**config.mk**
```make
export PLATFORM = sky130hd
export DESIGN_NAME = bitbang_eeprom
export DESIGN_NICKNAME = d
export VERILOG_FILES = /design/src/rtl/bbe_pkg.sv /design/src/rtl/bbe_cond_decode.sv /design/src/rtl/bbe_rom.sv /design/src/rtl/bitbang_eeprom.sv
export SDC_FILE = /design/constraint.sdc
export NUM_CORES = 1
export LEC_CHECK = 0
export BUFFER_PORTS_ARGS = -buffer_cell sky130_fd_sc_hd__buf_4
export CAP_MARGIN = 20
export CORE_ASPECT_RATIO = 1.2
export CORE_MARGIN = 5
export CORE_UTILIZATION = 54
export CTS_CLUSTER_DIAMETER = 150
export DETAILED_ROUTE_END_ITERATION = 16
export PLACE_DENSITY_LB_ADDON = 0.1
export SYNTH_ARGS = -nofsm -noshare
export SYNTH_HDL_FRONTEND = slang
export SYNTH_SLANG_ARGS = --single-unit
export TNS_END_PERCENT = 20
```
**constraint.sdc**
```tcl
create_clock -name clk -period 2.1 [get_ports clk]
set_input_delay 0.42 -clock clk [delete_from_list [all_inputs] [get_ports clk]]
set_output_delay 0.42 -clock clk [all_outputs]
set_load 0.03 [all_outputs]
```
**src/rtl/bbe_pkg.sv**
```systemverilog
package bbe_pkg;
  localparam int BYTE_W = 8;

  typedef struct packed {
    logic start;
    logic stop;
    logic rise;
    logic stable;
  } bus_ev_t;

  // fixed module-descriptor preload
  function automatic logic [BYTE_W-1:0] preload_byte(input int idx);
    case (idx)
      0:   return 8'h80;
      1:   return 8'h08;
      2:   return 8'h04;
      3:   return 8'h0D;
      4:   return 8'h0A;
      5:   return 8'h01;
      6:   return 8'h40;
      126: return 8'h64;
      127: return 8'hF4;
      default: return 8'h00;
    endcase
  endfunction
endpackage

```
**src/rtl/bbe_cond_decode.sv**
```systemverilog
module bbe_cond_decode
  import bbe_pkg::*;
(
  input  logic    scl_q,
  input  logic    sda_q,
  input  logic    scl_n,
  input  logic    sda_n,
  output bus_ev_t ev
);
  logic both_high;
  assign both_high = scl_q & scl_n;

  always_comb begin
    ev.start  = both_high & sda_q & ~sda_n;
    ev.stop   = both_high & ~sda_q & sda_n;
    ev.rise   = ~scl_q & scl_n;
    ev.stable = (sda_q == sda_n);
  end
endmodule

```
**src/rtl/bbe_rom.sv**
```systemverilog
module bbe_rom
  import bbe_pkg::*;
#(
  parameter int DEPTH = 256,
  localparam int AW = $clog2(DEPTH)
) (
  input  logic [AW-1:0]     addr,
  output logic [BYTE_W-1:0] data
);
  logic [BYTE_W-1:0] tbl [DEPTH];

  for (genvar g = 0; g < DEPTH; g++) begin : g_entry
    assign tbl[g] = preload_byte(g);
  end

  assign data = tbl[addr];
endmodule

```
**src/rtl/bitbang_eeprom.sv**
```systemverilog
module bitbang_eeprom
  import bbe_pkg::*;
#(
  parameter int DEPTH = 256
) (
  input  logic clk,
  input  logic rst,
  input  logic upd_en,
  input  logic upd_scl,
  input  logic upd_sda,
  output logic sda_rd
);
  localparam int AW      = $clog2(DEPTH);
  localparam int CMD_END = BYTE_W + 1;
  localparam int ADR_END = 2 * BYTE_W + 1;
  localparam int CW      = $clog2(ADR_END + 1);
  localparam logic [CW-1:0] C_CMD_END = CW'(CMD_END);
  localparam logic [CW-1:0] C_ADR_END = CW'(ADR_END);
  localparam logic [CW-1:0] C_ONE     = CW'(1);

  logic [CW-1:0]     cnt_q, cnt_n;
  logic              ack_q, ack_n;
  logic [BYTE_W-1:0] cmd_q, cmd_n;
  logic [BYTE_W-1:0] adr_q, adr_n;
  logic [BYTE_W-1:0] dat_q, dat_n;
  logic              scl_q, scl_n;
  logic              sda_q, sda_n;
  logic              drv;
  logic [BYTE_W-1:0] rom_dat;
  bus_ev_t           ev;

  bbe_cond_decode u_dec (
    .scl_q (scl_q),
    .sda_q (sda_q),
    .scl_n (upd_scl),
    .sda_n (upd_sda),
    .ev    (ev)
  );

  bbe_rom #(.DEPTH(DEPTH)) u_rom (
    .addr (adr_n[AW-1:0]),
    .data (rom_dat)
  );

  always_comb begin
    cnt_n = cnt_q;
    ack_n = ack_q;
    cmd_n = cmd_q;
    adr_n = adr_q;
    dat_n = dat_q;
    scl_n = scl_q;
    sda_n = sda_q;
    drv   = upd_sda;
    if (upd_en) begin
      if (ev.start || ev.stop) begin
        if (ev.start) begin
          cnt_n = C_ONE;
          cmd_n = '0;
        end
      end else if (cnt_q == '0 && !ack_q) begin
        // idle: wait for a start
      end else if (ev.rise) begin
        if (ack_q) begin
          drv   = 1'b0;
          ack_n = 1'b0;
        end else if (ev.stable) begin
          if (cnt_q < C_CMD_END) begin
            cmd_n = {cmd_q[BYTE_W-2:0], upd_sda};
            cnt_n = cnt_q + C_ONE;
            if (cnt_n == C_CMD_END) ack_n = 1'b1;
          end else if (cnt_q < C_ADR_END) begin
            if (cmd_q[0]) drv = dat_q[BYTE_W-1];
            adr_n = {adr_q[BYTE_W-2:0], upd_sda};
            dat_n = {dat_q[BYTE_W-2:0], 1'b0};
            if (cnt_q + C_ONE == C_ADR_END) begin
              dat_n = rom_dat;
              ack_n = 1'b1;
              cnt_n = '0;
            end else begin
              cnt_n = cnt_q + C_ONE;
            end
          end else begin
            drv = 1'b0;
          end
        end
      end
      scl_n = upd_scl;
      sda_n = drv;
    end
  end

  always_ff @(posedge clk) begin
    if (rst) begin
      cnt_q <= '0;
      ack_q <= 1'b0;
      cmd_q <= '0;
      adr_q <= '0;
      dat_q <= '0;
      scl_q <= 1'b1;
      sda_q <= 1'b1;
    end else begin
      cnt_q <= cnt_n;
      ack_q <= ack_n;
      cmd_q <= cmd_n;
      adr_q <= adr_n;
      dat_q <= dat_n;
      scl_q <= scl_n;
      sda_q <= sda_n;
    end
  end

  assign sda_rd = sda_q;

  // counter never reaches the address-phase end value
  assert_cnt_range_R8: assert property (@(posedge clk) disable iff (rst)
    cnt_q < C_ADR_END);

  assert_start_restart_R2: assert property (@(posedge clk) disable iff (rst)
    upd_en && scl_q && upd_scl && sda_q && !upd_sda |=> cnt_q == C_ONE && cmd_q == '0);

  assert_ack_low_R6: assert property (@(posedge clk) disable iff (rst)
    upd_en && ack_q && !scl_q && upd_scl |=> !sda_rd && !ack_q);

  assert_idle_follow_R4: assert property (@(posedge clk) disable iff (rst)
    upd_en && cnt_q == '0 && !ack_q && !(scl_q && upd_scl && sda_q && !upd_sda)
    |=> cnt_q == '0 && sda_rd == $past(upd_sda));

  assert_glitch_ignored_R5: assert property (@(posedge clk) disable iff (rst)
    upd_en && !ack_q && cnt_q != '0 && !scl_q && upd_scl && (upd_sda != sda_q)
    |=> $stable(cnt_q));

  assert_stop_nocount_R3: assert property (@(posedge clk) disable iff (rst)
    upd_en && scl_q && upd_scl && !sda_q && upd_sda |=> $stable(cnt_q));

  assert_hold_no_event_R4: assert property (@(posedge clk) disable iff (rst)
    !upd_en |=> $stable(sda_rd) && $stable(cnt_q));
endmodule

```
==> results.sh, run 1 <==
export IMPL_hpwlAfterDp_mm=2.44
export IMPL_drive_gt1_frac=0.221
export IMPL_leakage_nw=0.598
export IMPL_final_nets=213
export IMPL_grt_max_degree=26
export IMPL_vias_per_cell=5.81
export IMPL_cp_arrival_ns=2.30
export IMPL_placed_cells=231
export IMPL_ys_warn_count=0
export IMPL_gr_total_overflow=0
export IMPL_period_minus_slack_ns=2.05
export IMPL_yosys_most_used_dff="dfxtp_1"
export IMPL_synth_compound_area_frac=0.224
export IMPL_path_clk_slew_ns=0.14
export IMPL_vias=1383
export IMPL_area_growth_pct=15.8
export IMPL_numCtsBuffers=3
export IMPL_core_region_area_um2=2730
export IMPL_setup_ws_ns=0.0509
export IMPL_antennaDiodeCount=0
export IMPL_synth_area_top_cells="dfxtp_1, a21oi_1, nand2_1, a211oi_1, nor2_1"
export IMPL_clk_path_buf_depth=2
export IMPL_fp_row_count=21
export IMPL_start_util=0.549
export IMPL_relSlewSlack=0.717
export IMPL_utilization=0.635
export IMPL_pin_count=6
export IMPL_ant_nets=0
export IMPL_firstDrtPassIters=4
export IMPL_rsz0062_at_grt="true"
export IMPL_peakVddDrop_mv=0.317
export IMPL_hold_viol=0
export IMPL_fin_worst_skew_ns=0.00142
export IMPL_yosys_area_share_simple=0.314
export IMPL_clock_latency_ns=0.32
export IMPL_crit_type="flip-flop to flip-flop"
export IMPL_synth_edf_count=0
export IMPL_ys_ff_latch=25
export IMPL_finalCritPeriodShare=0.976
export IMPL_die_w_um=58.1
export IMPL_endpoint_kind="flip-flop"
export IMPL_drtIter0Drc=67
export IMPL_p_sw_mw=0.207
export IMPL_synthCells=191
export IMPL_grt_util_all_layers=0.191
export IMPL_ys_seq_area_frac=0.334
export IMPL_cts_tree="yes"
export IMPL_synth_async_sr_flop_share=0
export IMPL_die_h_um=67.7
export IMPL_tightest_slew_ns=0.421
export IMPL_grt_pass1_vias=1327
export IMPL_syn_area_um2=1500
export IMPL_yosysTopAreaCell="dfxtp_1"
export IMPL_synthDistinctLibCells=44
export IMPL_cp_max_fo=5
export IMPL_syn_num_nets=199
export IMPL_wl_mm=3.52
export IMPL_power_density_nw_per_um2=461
export IMPL_pre_cts_ws_ns=-0.0982
export IMPL_fin_cells=238
export IMPL_setup_viol=0
export IMPL_synth_area_mux_share=0.0167
export IMPL_synth_xor_area_frac=0.0292
export IMPL_hp_class="input pin to flip-flop"
export IMPL_maxCapViolCount=0
export IMPL_htreeDepth=1
export IMPL_drc_errors=0
export IMPL_slew_violations=0
export IMPL_switching_share=0.258
export IMPL_antenna_found_initial=0
export IMPL_cp_data_required_time_ns=2.35
export IMPL_fmaxAchievable_mhz=488
export IMPL_io_buffers=5
export IMPL_gp_congestion=0.819
export IMPL_holdWs_ns=0.359
export IMPL_power_frac_seq=0.606
export IMPL_clkPwrFrac=0.279
export IMPL_synth_top_area_frac=0.334
export IMPL_numClockSinks=25
export IMPL_floorplan_die_area_um2=3930
export IMPL_grt_pass1_wl_mm=5.91
export IMPL_critPathLaunchType="flip-flop"
export IMPL_cts_root_buf="clkbuf_4"
export IMPL_combPwrFrac=0.115
export IMPL_r2r_slack_ns=0.05
export IMPL_status="completed"
export IMPL_wl_per_cell_um=14.8
export IMPL_syn_avg_cell_area_um2=7.85
export IMPL_synth_top_family_by_area="simple AND/OR/NAND/NOR gates"
export IMPL_p_int_mw=0.594
export IMPL_synthAdderAreaFrac=0.0250
## cell usage in the layout (no fill, tap or decap), drive strengths merged, types with 2 or more instances in the layout
cell type,synthesis,routed
or3,2,2
a311oi,2,2
a21oi,23,23
nor4b,2,2
a211oi,9,9
nand4,5,5
o21ai,7,7
nand3b,3,3
nor2b,5,5
a21boi,2,2
ha,3,3
buf,7,22
and3,2,2
o21a,2,2
dfxtp,25,25
nand2,29,29
nand2b,3,3
nor3,8,8
nand3,2,2
inv,4,4
nor3b,2,2
and2,3,3
xor2,2,2
clkbuf,6,4
nor2,16,16
xnor2,3,3
or4,2,2
## path summary, 6_finish.rpt
check                                            from                    end  cells past startpoint
worst max-delay path            cnt_q[0]$_SDFFE_PP0P_  dat_q[3]$_SDFFE_PP0P_                      7
worst min-delay path                           upd_en    sda_rd$_SDFFE_PP1P_                      3
worst max register to register  cnt_q[0]$_SDFFE_PP0P_  dat_q[3]$_SDFFE_PP0P_                      7
worst min register to register  dat_q[0]$_SDFFE_PP0P_  dat_q[0]$_SDFFE_PP0P_                      2
## area by class of cell
type,count,area (um^2)
clock buffer,4,26.3
tap,34,42.5
multi-input combinational,149,972
fill,264,997
sequential,25,510
timing repair buffer,22,169
inverter,4,15.0
## registers in the layout, summed over array words and instances, names as in the netlist
| register | cells |
|---|---|
| dat_q | 8 |
| cmd_q | 1 |
| sda_rd | 1 |
| scl_q | 1 |
| adr_q | 8 |
| cnt_q | 5 |
| ack_q | 1 |
## per-layer routing
| metal | GRT usage | wire length (um) |
|---|---|---|
| met1 | 0.230 | 1610 |
| met2 | 0.355 | 1790 |
| met3 | 0.0172 | 57 |
| met4 | 0.0609 | 63 |
| met5 | 0 | 0 |
## metrics by stage
| stage | setup TNS (ns) | area (um^2) | power (mW) |
|---|---|---|---|
| global route | -0.166 | 1740 | 0.826 |
| floorplan | 0 | 1500 | 0.547 |
| finish | 0 | 1740 | 0.801 |
| CTS | 0 | 1680 | 0.794 |
| global placement | 0 | 1620 | 0.578 |
| detailed placement | -0.250 | 1620 | 0.579 |
## Yosys cell counts, drive strengths merged, types with 3 or more instances
cell type,instances
a21oi,23
xnor2,3
nand4,5
nand3b,3
and2,3
dfxtp,25
a211oi,9
nand2,29
inv,4
nor2,16
buf,7
o21ai,7
nor2b,5
nand2b,3
nor3,8
clkbuf,6
ha,3
## repair_timing
| item | CTS | global route |
|---|---|---|
| setup endpoints to repair | 8 | 21 |
| gates cloned | 0 | 0 |
| pin swaps | 6 | 4 |
| gates resized for setup | 6 | 13 |
| hold buffers | 0 | 0 |
| buffers inserted | 3 | 0 |
## power by group through the flow
stage          Sequential [mW]  Clock (mW)  Combinational, mW
2_1_floorplan            0.497           0             0.0498
3_3_place_gp             0.496           0             0.0819
3_5_place_dp             0.496           0             0.0833
4_1_cts                  0.485       0.223             0.0862
5_1_grt                  0.487       0.239             0.0998
6_report                 0.485       0.223             0.0923
## worst max-delay path, cell delays in order (launching register included)
cell and delay, ns:
dfxtp_4 0.39, buf_6 0.11, or3_4 0.34, mux2_4 0.32, and3_4 0.19, a2111oi_4 0.25
o21ai_1 0.13, a211oi_1 0.23
## kinds of logic after synthesis
family	after synthesis
xor gates and xnor gates	5
buffers and inverters	17
muxes	2
AOI/OAI and AO/OA	51
adders and majority gates	3
DFF	25
and+or+nand+nor	88
No activity file was read; power rests on OpenSTA's default activity.
==> inputs of run 2 (changes only) <==
--- a/config.mk
+++ b/config.mk
@@ -9,10 +9,11 @@
 export CAP_MARGIN = 20
 export CORE_ASPECT_RATIO = 1.2
 export CORE_MARGIN = 5
-export CORE_UTILIZATION = 54
+export CORE_UTILIZATION = 40
 export CTS_CLUSTER_DIAMETER = 150
 export DETAILED_ROUTE_END_ITERATION = 16
 export PLACE_DENSITY_LB_ADDON = 0.1
+export SETUP_SLACK_MARGIN = 0.15
 export SYNTH_ARGS = -nofsm -noshare
 export SYNTH_HDL_FRONTEND = slang
 export SYNTH_SLANG_ARGS = --single-unit
==> run 2 against run 1 <==
  * Fmax up 0.17%
  * Setup slack better by 0.0035 ns
  * Count of clock-buffer cells in the layout unchanged
  * Sequential power about the same
  * Sequential share of layout area down 1.0 points
  * Register-to-register slack about the same
  * First-iteration DRC count up 42%
  * Combinational power up 1%
  * Clock power up 32%
  * Cell count up 8.0%
==> results.sh, run 2 (synthesized netlist as in run 1, its figures left out) <==
export IMPL_status="completed"
export IMPL_critPathLaunchType="flip-flop"
export IMPL_htreeDepth=1
export IMPL_rsz0062_at_grt="true"
export IMPL_die_w_um=65.9
export IMPL_grt_max_degree=26
export IMPL_grt_util_all_layers=0.157
export IMPL_pre_cts_ws_ns=-0.0465
export IMPL_design_area_um2=1820
export IMPL_numCtsBuffers=3
export IMPL_layout_commonest_cell="nand2_1"
export IMPL_die_h_um=77.1
export IMPL_drive_gt1_frac=0.263
export IMPL_peakVddDrop_mv=0.226
export IMPL_period_minus_slack_ns=2.05
export IMPL_cp_arrival_ns=2.25
export IMPL_top_regs="adr_q x8, dat_q x8, cnt_q x5"
export IMPL_gr_total_overflow=0
export IMPL_start_util=0.413
export IMPL_grt_pass1_vias=1360
export IMPL_fmaxAchievable_mhz=489
export IMPL_cp_data_required_time_ns=2.30
export IMPL_firstDrtPassIters=4
export IMPL_clock_latency_ns=0.27
export IMPL_cts_tree="yes"
export IMPL_drtIter0Drc=95
export IMPL_hpwlAfterDp_mm=2.58
export IMPL_finalCritPeriodShare=0.974
export IMPL_crit_type="flip-flop to flip-flop"
export IMPL_area_growth_pct=21.2
export IMPL_placed_cell_area_um2=1640
export IMPL_cts_root_buf="clkbuf_8"
export IMPL_clk_path_buf_depth=2
export IMPL_gp_congestion=0.834
export IMPL_wl_mm=3.72
export IMPL_slew_violations=0
export IMPL_core_region_area_um2=3630
export IMPL_hold_viol=0
export IMPL_wl_per_cell_um=14.5
export IMPL_fin_worst_skew_ns=0.00286
export IMPL_cp_max_fo=5
export IMPL_ant_nets=0
export IMPL_relSlewSlack=0.753
export IMPL_vias=1433
export IMPL_pin_count=6
export IMPL_final_cell_mix="nand2_1, a21oi_1, buf_4"
export IMPL_ctsHoldBuffers=0
export IMPL_utilization=0.500
export IMPL_setup_ws_ns=0.0544
export IMPL_drc_errors=0
export IMPL_endpoint_kind="flip-flop"
export IMPL_antennaDiodeCount=0
export IMPL_vias_per_cell=5.58
export IMPL_numClockSinks=25
export IMPL_grt_pass1_wl_mm=6.29
export IMPL_setup_viol=0
export IMPL_fp_row_count=24
export IMPL_io_buffers=5
export IMPL_floorplan_die_area_um2=5080
export IMPL_power_density_nw_per_um2=480
export IMPL_tightest_slew_ns=0.367
export IMPL_hp_class="input pin to flip-flop"
export IMPL_maxCapViolCount=0
export IMPL_final_nets=214
export IMPL_leakage_nw=0.619
export IMPL_path_clk_slew_ns=0.09
export IMPL_antenna_found_initial=0
==> run 2: layer usage <==
metal | global-route usage | up-vias | share of wire
met4 | 0.0809 | 0 | 0.023
li1 | - | 709 | -
met2 | 0.270 | 17 | 0.52
met5 | 0 | - | 0
met1 | 0.185 | 699 | 0.44
met3 | 0.0205 | 8 | 0.018
==> run 2: final cells by class <==
type                       count  area (um^2)
timing repair buffer          23          176
tap                           52         65.1
sequential                    25          515
multi-input combinational    149         1000
inverter                       4         15.0
fill                         382         1820
clock buffer                   4         45.0
==> run 2: what timing repair did <==
action                                  4_1_cts  5_1_grt
gates cloned                                  0        0
endpoints found under the setup margin       16       20
setup buffers                                 4        1
gates resized for setup                      13       12
pin swaps                                     8        6
==> run 2: stage by stage <==
stage	power (mW)	setup TNS [ns]	hold slack [ns]	instances
after floorplan	0.549	0	0.432	191
after global placement	0.579	0	0.449	248
after detailed placement	0.580	-0.0687	0.457	248
after CTS	0.874	0	0.403	256
after global routing	0.909	-0.133	0.415	257
final	0.872	0	0.402	257
==> run 2: path summary, 6_finish.rpt <==
| path | startpoint | to | slack (ns) | cells after the start |
|---|---|---|---|---|
| setup / recovery | cnt_q[1]$_SDFFE_PP0P_ | dat_q[7]$_SDFFE_PP0P_ | 0.05 | 7 |
| setup reg to reg | cnt_q[1]$_SDFFE_PP0P_ | dat_q[7]$_SDFFE_PP0P_ | 0.05 | 7 |
| hold / removal | upd_en | sda_rd$_SDFFE_PP1P_ | 0.40 | 3 |
| hold reg to reg | dat_q[0]$_SDFFE_PP0P_ | dat_q[0]$_SDFFE_PP0P_ | 0.48 | 2 |
==> run 2: critical path, stage by stage (launching register included) <==
cell and delay [ns]:
dfxtp_4 0.37, buf_6 0.11, or3_4 0.34, mux2_4 0.33
and3_4 0.18, a2111oi_4 0.27, nand4_1 0.16, a211oi_2 0.20
==> run 2: power breakdown <==
| part | internal [mW] | switching (mW) | total (mW) |
|---|---|---|---|
| clock network | 0.136 | 0.159 | 0.295 |
| registers | 0.476 | 0.00730 | 0.483 |
| logic | 0.0417 | 0.0518 | 0.0936 |
==> inputs of run 3 (changes only) <==
--- a/config.mk
+++ b/config.mk
@@ -5,10 +5,11 @@
 export SDC_FILE = /design/constraint.sdc
 export NUM_CORES = 1
 export LEC_CHECK = 0
+export ABC_AREA = 1
 export BUFFER_PORTS_ARGS = -buffer_cell sky130_fd_sc_hd__buf_4
 export CAP_MARGIN = 20
 export CORE_ASPECT_RATIO = 1.2
-export CORE_MARGIN = 5
+export CORE_MARGIN = 2
 export CORE_UTILIZATION = 40
 export CTS_CLUSTER_DIAMETER = 150
 export DETAILED_ROUTE_END_ITERATION = 16
==> run 3 against run 2 <==
  * Hold slack worse by 0.014 ns
  * Design area is 7.6% higher
  * Sequential cell count stayed put
  * Combinational power is 7.5% lower
  * Critical path type unchanged
  * Critical endpoint unchanged
  * Largest cell class unchanged
==> results.sh, run 3 <==
export IMPL_status="completed"
export IMPL_cp_data_required_time_ns=2.31
export IMPL_final_cell_mix="nand2_1, inv_1, nor2_1"
export IMPL_numCtsBuffers=3
export IMPL_synth_async_sr_flop_share=0
export IMPL_gp_congestion=0.827
export IMPL_die_w_um=61.3
export IMPL_yosys_most_used_dff="dfxtp_1"
export IMPL_syn_avg_cell_area_um2=6.54
export IMPL_endpoint_kind="flip-flop"
export IMPL_drtIter0Drc=136
export IMPL_critPathLaunchType="flip-flop"
export IMPL_yosysTopAreaCell="dfxtp_1"
export IMPL_firstDrtPassIters=4
export IMPL_numClockSinks=25
export IMPL_ys_seq_area_frac=0.317
export IMPL_p_sw_mw=0.214
export IMPL_antennaDiodeCount=0
export IMPL_synthDistinctLibCells=31
export IMPL_ys_warn_count=0
export IMPL_cts_tree="yes"
export IMPL_yosys_top_cells_count="nand2_1, nor2_1, inv_1, dfxtp_1, o21ai_0"
export IMPL_rsz0062_at_grt="true"
export IMPL_vias=1551
export IMPL_fin_worst_skew_ns=0.00866
export IMPL_grt_pass1_wl_mm=6.45
export IMPL_cp_max_fo=7
export IMPL_hpwlAfterDp_mm=2.73
export IMPL_wl_per_cell_um=13.1
export IMPL_drive_gt1_frac=0.314
export IMPL_fp_row_count=25
export IMPL_top_regs="adr_q x8, dat_q x8, cnt_q x5"
export IMPL_leakage_nw=0.881
export IMPL_synth_edf_count=0
export IMPL_synth_area_top_cells="dfxtp_1, nand2_1, nor2_1, inv_1, o21ai_0"
export IMPL_grt_max_degree=18
export IMPL_fmaxAchievable_mhz=512
export IMPL_power_frac_seq=0.565
export IMPL_gr_total_overflow=0
export IMPL_post_synth_top_count_cell="nand2_1"
export IMPL_combPwrFrac=0.101
export IMPL_placed_cell_area_um2=1670
export IMPL_p_int_mw=0.641
export IMPL_antenna_found_initial=0
export IMPL_nFillCells=402
export IMPL_area_growth_pct=24.0
export IMPL_hp_class="input pin to flip-flop"
export IMPL_drc_errors=0
export IMPL_tightest_slew_ns=0.302
export IMPL_layout_commonest_cell="nand2_1"
export IMPL_path_clk_slew_ns=0.09
export IMPL_slew_violations=0
export IMPL_synth_top_area_frac=0.317
export IMPL_ys_ff_latch=25
export IMPL_vias_per_cell=4.97
export IMPL_crit_type="flip-flop to flip-flop"
export IMPL_cp_arrival_ns=2.17
export IMPL_floorplan_die_area_um2=4460
export IMPL_htreeDepth=1
export IMPL_start_util=0.410
export IMPL_synthCells=241
export IMPL_io_buffers=5
export IMPL_syn_area_um2=1580
export IMPL_core_region_area_um2=3850
export IMPL_maxCapViolCount=0
export IMPL_grt_pass1_vias=1478
export IMPL_hold_viol=0
export IMPL_fin_tns_setup_ns=0
export IMPL_finalCritPeriodShare=0.931
export IMPL_clock_latency_ns=0.27
export IMPL_pin_count=6
export IMPL_ant_nets=0
export IMPL_design_area_um2=1960
export IMPL_die_h_um=72.8
export IMPL_grt_util_all_layers=0.190
export IMPL_relSlewSlack=0.798
export IMPL_peakVddDrop_mv=0.205
export IMPL_cts_root_buf="clkbuf_8"
export IMPL_period_minus_slack_ns=1.95
export IMPL_syn_num_nets=249
export IMPL_power_density_nw_per_um2=438
export IMPL_clk_path_buf_depth=2
export IMPL_clkPwrFrac=0.334
export IMPL_wl_mm=4.07
export IMPL_switching_share=0.251
export IMPL_final_nets=267
export IMPL_setup_viol=0
[run 3: cell types whose count changed in the layout (fill, tap and decap cells not counted), sizes merged, moves of 5 or more]
cell | previous run | this run
o21ai | 7 | 20
nor3 | 8 | 2
nand2 | 29 | 65
a211oi | 9 | 1
nand3 | 2 | 13
nor2 | 16 | 42
inv | 4 | 34
a21oi | 23 | 11
nor2b | 5 | 0
[run 3: layout make-up]
class / instances / area, um^2 / area share
clock buffers: 3 / 41.3 / 0.0211
clock inverters: 1 / 5.00 / 0.00256
inverters: 34 / 128 / 0.0653
multi-input cells: 175 / 1050 / 0.535
flip-flops and latches: 25 / 505 / 0.258
well taps: 54 / 67.6 / 0.0345
repair buffers: 20 / 163 / 0.0832
[run 3: metal layers]
metal | up-vias | track usage | share of wire
li1 | 795 | - | -
met1 | 739 | 0.229 | 0.41
met2 | 13 | 0.342 | 0.56
met3 | 4 | 0.0284 | 0.016
met4 | 0 | 0.0531 | 0.0098
met5 | - | 0 | 0
[run 3: cells by family (layout without fill, tap and decap cells)]
family	count (synthesis)	in the layout	share of synthesized area
and+or+nand+nor	124	125	0.359
xor gates and xnor gates	3	3	0.0167
adders and majority gates	3	3	0.0238
AOI/OAI and AO/OA	44	44	0.164
DFF	25	25	0.317
buffers and inverters	42	58	0.119
[run 3: final timing paths]
check / depth (start not counted) / slack (ns) / from / endpoint
worst max register to register: 15 / 0.15 / cnt_q[0]$_SDFFE_PP0P_ / dat_q[7]$_SDFFE_PP0P_
worst min-delay path: 2 / 0.39 / upd_en / scl_q$_SDFFE_PP1P_
worst max-delay path: 15 / 0.15 / cnt_q[0]$_SDFFE_PP0P_ / dat_q[7]$_SDFFE_PP0P_
worst min register to register: 2 / 0.49 / dat_q[0]$_SDFFE_PP0P_ / dat_q[1]$_SDFFE_PP0P_
[run 3: power by group through the flow]
stage / combinational (mW) / clock, mW / sequential, mW
2_1_floorplan: 0.0483 / 0 / 0.495
3_3_place_gp: 0.0735 / 0 / 0.494
3_5_place_dp: 0.0726 / 0 / 0.494
4_1_cts: 0.0792 / 0.304 / 0.483
5_1_grt: 0.0977 / 0.320 / 0.484
6_report: 0.0866 / 0.286 / 0.483
[run 3: what timing repair did]
action	4_1_cts	5_1_grt
hold buffers	0	0
buffers inserted	6	2
endpoints found under the setup margin	8	15
hold endpoints to repair	0	0
pin swaps	10	16
cloned	2	0
resized for setup	16	36
[run 3: metrics by stage]
stage | power, mW | cells | util | hold slack (ns) | worst slack, ns
after floorplan | 0.544 | 241 | - | 0.452 | 0.189
after global placement | 0.567 | 298 | 0.433 | 0.476 | 0.0283
after detailed placement | 0.566 | 298 | 0.433 | 0.478 | 0.0234
after CTS | 0.866 | 310 | 0.473 | 0.378 | 0.146
after global routing | 0.901 | 312 | 0.508 | 0.385 | 0.00382
final | 0.856 | 312 | 0.508 | 0.388 | 0.145
[run 3: critical path: stages (launching register included)]
cell     delay [ns]
dfxtp_2        0.36
inv_2          0.06
ha_4           0.15
inv_2          0.05
nor2_2         0.04
a21oi_2        0.18
nand2_4        0.10
nor2_4         0.20
nand2_2        0.10
o21ai_4        0.10
inv_2          0.09
nor2_4         0.10
nand3_2        0.10
nor2_4         0.14
nor2_2         0.04
nor2_1         0.09
